File: src/rtl/apm_pkg.sv
package apm_pkg;
  localparam int CFG_AW = 4;
  localparam int RD_W   = 32;

  typedef enum logic [CFG_AW-1:0] {
    RA_WR_REQ = 4'd0,
    RA_WR_CPL = 4'd1,
    RA_RD_REQ = 4'd2,
    RA_RD_CPL = 4'd3,
    RA_WR_OUT = 4'd4,
    RA_RD_OUT = 4'd5,
    RA_WR_THR = 4'd6,
    RA_RD_THR = 4'd7,
    RA_STATUS = 4'd8
  } reg_addr_e;

  localparam int ST_WR_TO = 0;
  localparam int ST_RD_TO = 1;
  localparam int ST_WR_UF = 2;
  localparam int ST_RD_UF = 3;
  localparam int ST_W     = 4;
endpackage

File: src/rtl/apm_sat_cnt.sv
module apm_sat_cnt #(
  parameter int W = 32
) (
  input  logic         clk,
  input  logic         rst_n,
  input  logic         clr,
  input  logic         inc,
  input  logic         dec,
  output logic [W-1:0] q
);
  localparam logic [W-1:0] MAXV = '1;
  logic [W-1:0] q_d;

  always_comb begin
    q_d = q;
    if (clr)                            q_d = '0;
    else if (inc && !dec && q != MAXV)  q_d = q + 1'b1;
    else if (dec && !inc && q != '0)    q_d = q - 1'b1;
  end

  always_ff @(posedge clk or negedge rst_n) begin
    if (!rst_n) q <= '0;
    else        q <= q_d;
  end
endmodule

File: src/rtl/apm_dir_track.sv
module apm_dir_track #(
  parameter int CNT_W = 32,
  parameter int TMO_W = 16
) (
  input  logic             clk,
  input  logic             rst_n,
  input  logic             req,
  input  logic             cpl,
  input  logic             arm,
  input  logic             clr_cnt,
  input  logic             clr_flg,
  input  logic [TMO_W-1:0] thr,
  output logic [CNT_W-1:0] req_q,
  output logic [CNT_W-1:0] cpl_q,
  output logic [CNT_W-1:0] out_q,
  output logic             to_q,
  output logic             uf_q
);
  localparam logic [TMO_W-1:0] WD_MAX = '1;

  logic [CNT_W-1:0] arm_q;
  logic             out_dec, arm_dec, uf_evt;
  logic [TMO_W-1:0] wd_q, wd_d, wd_inc;
  logic             run, fire, to_d, uf_d;

  assign out_dec = cpl && (out_q != '0);
  assign arm_dec = cpl && (arm_q != '0);
  assign uf_evt  = cpl && (out_q == '0);

  apm_sat_cnt #(.W(CNT_W)) u_req (.clk(clk), .rst_n(rst_n), .clr(clr_cnt),
    .inc(req), .dec(1'b0), .q(req_q));
  apm_sat_cnt #(.W(CNT_W)) u_cpl (.clk(clk), .rst_n(rst_n), .clr(clr_cnt),
    .inc(cpl), .dec(1'b0), .q(cpl_q));
  apm_sat_cnt #(.W(CNT_W)) u_out (.clk(clk), .rst_n(rst_n), .clr(clr_cnt),
    .inc(req), .dec(out_dec), .q(out_q));
  apm_sat_cnt #(.W(CNT_W)) u_arm (.clk(clk), .rst_n(rst_n), .clr(clr_cnt),
    .inc(arm), .dec(arm_dec), .q(arm_q));

  always_comb begin
    wd_inc = (wd_q == WD_MAX) ? wd_q : wd_q + 1'b1;
    run    = (arm_q != '0) && !cpl && !clr_cnt;
    wd_d   = run ? wd_inc : '0;
    fire   = run && (thr != '0) && (wd_inc == thr);
    to_d   = fire   || (to_q && !clr_flg);
    uf_d   = uf_evt || (uf_q && !clr_flg);
  end

  always_ff @(posedge clk or negedge rst_n) begin
    if (!rst_n) begin
      wd_q <= '0;
      to_q <= 1'b0;
      uf_q <= 1'b0;
    end else begin
      wd_q <= wd_d;
      to_q <= to_d;
      uf_q <= uf_d;
    end
  end
endmodule

File: src/rtl/apm_regs.sv
module apm_regs
  import apm_pkg::*;
#(
  parameter int CNT_W   = 32,
  parameter int TMO_W   = 16,
  parameter int DEF_TMO = 1024
) (
  input  logic              clk,
  input  logic              rst_n,
  input  logic [CFG_AW-1:0] cfg_addr,
  input  logic              cfg_we,
  input  logic [TMO_W-1:0]  cfg_wdata,
  input  logic [CNT_W-1:0]  wr_req_q,
  input  logic [CNT_W-1:0]  wr_cpl_q,
  input  logic [CNT_W-1:0]  rd_req_q,
  input  logic [CNT_W-1:0]  rd_cpl_q,
  input  logic [CNT_W-1:0]  wr_out_q,
  input  logic [CNT_W-1:0]  rd_out_q,
  input  logic [ST_W-1:0]   flags,
  output logic [RD_W-1:0]   cfg_rdata,
  output logic [TMO_W-1:0]  wr_thr,
  output logic [TMO_W-1:0]  rd_thr,
  output logic              clr_cnt,
  output logic              clr_flg
);
  logic [TMO_W-1:0] wr_thr_d, rd_thr_d;
  logic             st_we;

  assign st_we   = cfg_we && (cfg_addr == RA_STATUS);
  assign clr_cnt = st_we && cfg_wdata[0];
  assign clr_flg = st_we && cfg_wdata[1];

  always_comb begin
    wr_thr_d = wr_thr;
    rd_thr_d = rd_thr;
    if (cfg_we && cfg_addr == RA_WR_THR) wr_thr_d = cfg_wdata;
    if (cfg_we && cfg_addr == RA_RD_THR) rd_thr_d = cfg_wdata;
  end

  always_ff @(posedge clk or negedge rst_n) begin
    if (!rst_n) begin
      wr_thr <= TMO_W'(DEF_TMO);
      rd_thr <= TMO_W'(DEF_TMO);
    end else begin
      wr_thr <= wr_thr_d;
      rd_thr <= rd_thr_d;
    end
  end

  always_comb begin
    case (reg_addr_e'(cfg_addr))
      RA_WR_REQ: cfg_rdata = RD_W'(wr_req_q);
      RA_WR_CPL: cfg_rdata = RD_W'(wr_cpl_q);
      RA_RD_REQ: cfg_rdata = RD_W'(rd_req_q);
      RA_RD_CPL: cfg_rdata = RD_W'(rd_cpl_q);
      RA_WR_OUT: cfg_rdata = RD_W'(wr_out_q);
      RA_RD_OUT: cfg_rdata = RD_W'(rd_out_q);
      RA_WR_THR: cfg_rdata = RD_W'(wr_thr);
      RA_RD_THR: cfg_rdata = RD_W'(rd_thr);
      RA_STATUS: cfg_rdata = RD_W'(flags);
      default:   cfg_rdata = '0;
    endcase
  end
endmodule

File: src/rtl/axi_progress_mon.sv
module axi_progress_mon
  import apm_pkg::*;
#(
  parameter int CNT_W   = 32,
  parameter int TMO_W   = 16,
  parameter int DEF_TMO = 1024
) (
  input  logic              clk,
  input  logic              rst_n,
  input  logic              aw_valid,
  input  logic              aw_ready,
  input  logic              w_valid,
  input  logic              w_ready,
  input  logic              w_last,
  input  logic              b_valid,
  input  logic              b_ready,
  input  logic              ar_valid,
  input  logic              ar_ready,
  input  logic              r_valid,
  input  logic              r_ready,
  input  logic              r_last,
  input  logic [CFG_AW-1:0] cfg_addr,
  input  logic              cfg_we,
  input  logic [TMO_W-1:0]  cfg_wdata,
  output logic [RD_W-1:0]   cfg_rdata
);
  logic [CNT_W-1:0] wr_req_q, wr_cpl_q, wr_out_q;
  logic [CNT_W-1:0] rd_req_q, rd_cpl_q, rd_out_q;
  logic [TMO_W-1:0] wr_thr, rd_thr;
  logic             clr_cnt, clr_flg;
  logic             wr_to, rd_to, wr_uf, rd_uf;
  logic [ST_W-1:0]  flags;
  logic             aw_hs, w_end, b_hs, ar_hs, r_end;

  assign aw_hs = aw_valid && aw_ready;
  assign w_end = w_valid && w_ready && w_last;
  assign b_hs  = b_valid && b_ready;
  assign ar_hs = ar_valid && ar_ready;
  assign r_end = r_valid && r_ready && r_last;

  always_comb begin
    flags           = '0;
    flags[ST_WR_TO] = wr_to;
    flags[ST_RD_TO] = rd_to;
    flags[ST_WR_UF] = wr_uf;
    flags[ST_RD_UF] = rd_uf;
  end

  apm_dir_track #(.CNT_W(CNT_W), .TMO_W(TMO_W)) u_wr (
    .clk(clk), .rst_n(rst_n), .req(aw_hs), .cpl(b_hs), .arm(w_end),
    .clr_cnt(clr_cnt), .clr_flg(clr_flg), .thr(wr_thr),
    .req_q(wr_req_q), .cpl_q(wr_cpl_q), .out_q(wr_out_q),
    .to_q(wr_to), .uf_q(wr_uf));

  apm_dir_track #(.CNT_W(CNT_W), .TMO_W(TMO_W)) u_rd (
    .clk(clk), .rst_n(rst_n), .req(ar_hs), .cpl(r_end), .arm(ar_hs),
    .clr_cnt(clr_cnt), .clr_flg(clr_flg), .thr(rd_thr),
    .req_q(rd_req_q), .cpl_q(rd_cpl_q), .out_q(rd_out_q),
    .to_q(rd_to), .uf_q(rd_uf));

  apm_regs #(.CNT_W(CNT_W), .TMO_W(TMO_W), .DEF_TMO(DEF_TMO)) u_regs (
    .clk(clk), .rst_n(rst_n), .cfg_addr(cfg_addr), .cfg_we(cfg_we),
    .cfg_wdata(cfg_wdata), .wr_req_q(wr_req_q), .wr_cpl_q(wr_cpl_q),
    .rd_req_q(rd_req_q), .rd_cpl_q(rd_cpl_q), .wr_out_q(wr_out_q),
    .rd_out_q(rd_out_q), .flags(flags), .cfg_rdata(cfg_rdata),
    .wr_thr(wr_thr), .rd_thr(rd_thr), .clr_cnt(clr_cnt), .clr_flg(clr_flg));
endmodule

File: config.mk
export PLATFORM = sky130hd
export DESIGN_NAME = axi_progress_mon
export DESIGN_NICKNAME = d
export VERILOG_FILES = /design/src/rtl/apm_pkg.sv /design/src/rtl/apm_sat_cnt.sv /design/src/rtl/apm_dir_track.sv /design/src/rtl/apm_regs.sv /design/src/rtl/axi_progress_mon.sv
export SDC_FILE = /design/constraint.sdc
export NUM_CORES = 1
export LEC_CHECK = 0
export BUFFER_PORTS_ARGS = -buffer_cell sky130_fd_sc_hd__buf_2
export CORE_UTILIZATION = 58
export DETAILED_ROUTE_END_ITERATION = 10
export GPL_ROUTABILITY_DRIVEN = 0
export HOLD_SLACK_MARGIN = 0.1
export MAX_ROUTING_LAYER = met4
export PLACE_DENSITY_LB_ADDON = 0.1
export SLEW_MARGIN = 10
export SYNTH_ARGS = -nofsm -noshare
export SYNTH_HDL_FRONTEND = slang
export SYNTH_SLANG_ARGS = --single-unit
File: constraint.sdc
create_clock -name clk -period 5.49 [get_ports clk]
set_input_delay 1.098 -clock clk [delete_from_list [all_inputs] [get_ports clk]]
set_output_delay 1.098 -clock clk [all_outputs]
set_load 0.1 [all_outputs]
==> flow_summary.json <==
{
  "die_h_um": 199.2,
  "grt_setup_unrepaired": "no",
  "die_w_um": 199.2,
  "slew_viol_final": 0,
  "finalHoldViolCount": 0,
  "cts_tree": "done",
  "avgSynthCellArea_um2": 8.883,
  "finalSetupViolCount": 0,
  "post-route-util": 0.6548,
  "ys_types": 93,
  "nets": 2783,
  "dr.pass1.iters": 9,
  "area_growth_pct": 10.13,
  "core_area_um2": 37930,
  "critical_path_depth": 17,
  "seq_area_um2": 8110,
  "timing.hold.ws_ns": 0.5103,
  "start_util": 0.5946,
  "io_pins": 67,
  "clk_latency_ns": 0.57,
  "tns_ns": 0,
  "ys_top_cells_by_area": "dfrtp_1 (36%), ha_1 (8.5%), xor2_1 (5.9%)",
  "grt_pass1_vias": 19480,
  "crit_arrival_ns": 5.67,
  "synth_area_um2": 22550,
  "ant_nets": 0,
  "synth_edf_count": 0,
  "io_buffers": 66,
  "cts.sinks": 324,
  "power_density_nw_per_um2": 524.1,
  "status": "finished, final reports clean",
  "synth_nets": 2732,
  "post-route-period-util": 0.9443,
  "timing.fmax_mhz": 192.9,
  "cp-start-kind": "flop",
  "synthCells": 2539,
  "synth.top_cells.by_count": "dfrtp_1 (322), nand2_1 (302), nor2_1 (243)",
  "avgViaCountPerCell": 6.519,
  "path_buf_inv": 0,
  "dp_hpwl_um": 46920,
  "post_cts_resized": 0,
  "synth.largest_area_cell": "dfrtp_1",
  "track_usage": 0.3511,
  "num_vias": 20390,
  "synth.yosys.seq_area_share": 0.3596,
  "synth.most_common_cell": "dfrtp_1",
  "cts_root_buffer": "clkbuf_16",
  "synth_ff_type": "dfrtp_1",
  "ys_seq_elements": 324,
  "cts_setup_buffers": 0,
  "antenna_found_initial": 0,
  "drv_cap": 0,
  "max_stage_delay_ns": 0.56,
  "wl_per_cell_um": 21.18,
  "dieArea_um2": 39680,
  "cp_max_fo": 15,
  "ys_async_sr_fraction": 1.000,
  "yosys_warnings": 0,
  "rows": 71,
  "path_cells": "nor4_1, nand2_1, nor4_1, nor2_1, a211o_1, ha_1, a21o_1, a21o_1, a21o_1, a31o_1, a2111oi_2, a21oi_2, a31oi_4, nor4b_1, nor3_2, mux2_1, a31oi_1",
  "max_slew.worst_pin.slew_ns": 1.206,
  "grt.overflow.total": 0,
  "r2r_cells": 17,
  "whs_path_depth": 2,
  "drt_iter0_drc": 2294,
  "grt_pass1_wl_um": 106300,
  "cts_hold_buffers": 0,
  "layout-drive-gt1-share": 0.09859,
  "dp.cells": 3061,
  "crit_slowest_cell": "a211o_1",
  "cts_inserted_buffers": 38,
  "p_leak_nw": 11.08,
  "clk_path_buf_depth": 3,
  "grt_max_degree": 120,
  "cp_top_family": "compound AO/OA/AOI/OAI gates",
  "slew_headroom": 0.1941,
  "hp-class": "reg -> reg",
  "setup.worst_path.class": "reg -> reg",
  "synth_top_area_share": 0.3573,
  "multi_input_area_um2": 14010,
  "htreeDepth": 2,
  "clkTransAtPathRegs_ns": 0.06,
  "path_common_cell": "a21o_1",
  "required_ns": 5.98,
  "period_minus_slack_ns": 5.184,
  "skew_ns": 0.02525,
  "ir_worst_vdd_uv": 386.4,
  "routed_wl_um": 66240,
  "end_kind": "flop",
  "drc": 0,
  "fin_cells": 3128,
  "setup_ws_ns": 0.3056,
  "antenna_cells": 0,
  "dp_slack_ns": 0.4240,
  "fill_cells": 3196
}
## state kept, by name (all words and copies together), names as in the netlist, 32 cells and up
name	flops
u_rd.u_out.q	32
u_wr.u_cpl.q	32
u_wr.u_req.q	32
u_rd.u_req.q	32
u_wr.u_out.q	32
u_rd.u_arm.q	32
u_rd.u_cpl.q	32
u_wr.u_arm.q	32
## routing by layer
layer / up-vias / part of all wire / track usage
met5: - / 0 / -
met4: 0 / 0.034 / 0.1214
met3: 167 / 0.081 / 0.04759
met2: 859 / 0.46 / 0.5361
met1: 9906 / 0.43 / 0.4796
li1: 9458 / - / -
## report_power, final
part / switching, mW / total, mW / internal [mW]
clock: 1.10 / 2.68 / 1.58
combinational: 3.53 / 6.32 / 2.78
sequential: 1.01 / 4.02 / 3.01
## stage by stage
step,area (um2),power [mW]
after floorplan,22560,8.674
after global placement,23540,9.999
after detailed placement,23540,10.19
after CTS,24840,12.95
after global routing,24840,13.95
final,24840,13.02
## cell usage in the layout, fill, tap and decap left out, types with 18 or more instances in the layout
cell type	count
xor2_1	151
or3_1	26
nand3_1	114
nand4_1	77
buf_2	65
a21oi_1	200
nand2_1	302
nor2b_1	21
xnor2_1	111
and3_1	53
mux2_2	33
a222oi_1	44
nor2_1	241
and2_1	19
clkbuf_16	39
buf_4	35
a22o_1	34
inv_1	28
nor3_1	28
o21ai_0	81
nor4_1	55
a21o_1	62
a31oi_1	18
dfrtp_1	322
ha_1	154
## logic make-up after synthesis
logic type / after synthesis / share of synthesized area
AO/OA/AOI/OAI: 609 / 0.1854
XOR/XNOR: 262 / 0.1017
buffers and inverters: 123 / 0.02141
AND/OR/NAND/NOR: 1015 / 0.2197
flip-flops: 324 / 0.3596
adder cells (fa/ha/maj): 158 / 0.08898
multiplexers: 48 / 0.02319
## layout make-up
cell class	count	share of cell area
clock buffers	46	0.04115
clock inverters	21	0.01133
inverters	30	0.004534
multi-input cells	2092	0.5640
flip-flops and latches	324	0.3265
well taps	511	0.02574
repair buffers	104	0.02670
## final timing paths
path | end | startpoint | slack [ns]
max | u_wr.u_out.q[31]$_DFFE_PN0P_ | u_wr.u_out.q[7]$_DFFE_PN0P_ | 0.31
min | u_wr.to_q$_DFF_PN0_ | u_wr.to_q$_DFF_PN0_ | 0.51
max reg2reg | u_wr.u_out.q[31]$_DFFE_PN0P_ | u_wr.u_out.q[7]$_DFFE_PN0P_ | 0.31
min reg2reg | u_wr.to_q$_DFF_PN0_ | u_wr.to_q$_DFF_PN0_ | 0.51
max in group asynchronous | u_wr.u_arm.q[16]$_DFFE_PN0P_ | rst_n | 3.76
min in group asynchronous | u_rd.u_arm.q[10]$_DFFE_PN0P_ | rst_n | 0.61
## worst register-to-register path: cells and delay by family (launching register included)
| kind | cells | cell delay [ns] |
|---|---|---|
| AO/OA/AOI/OAI | 9 | 2.40 |
| adder cells (fa/ha/maj) | 1 | 0.47 |
| flip-flops | 1 | 0.46 |
| multiplexers | 1 | 0.34 |
| AND/OR/NAND/NOR | 6 | 1.42 |
Power figures use the tool's default switching activity.
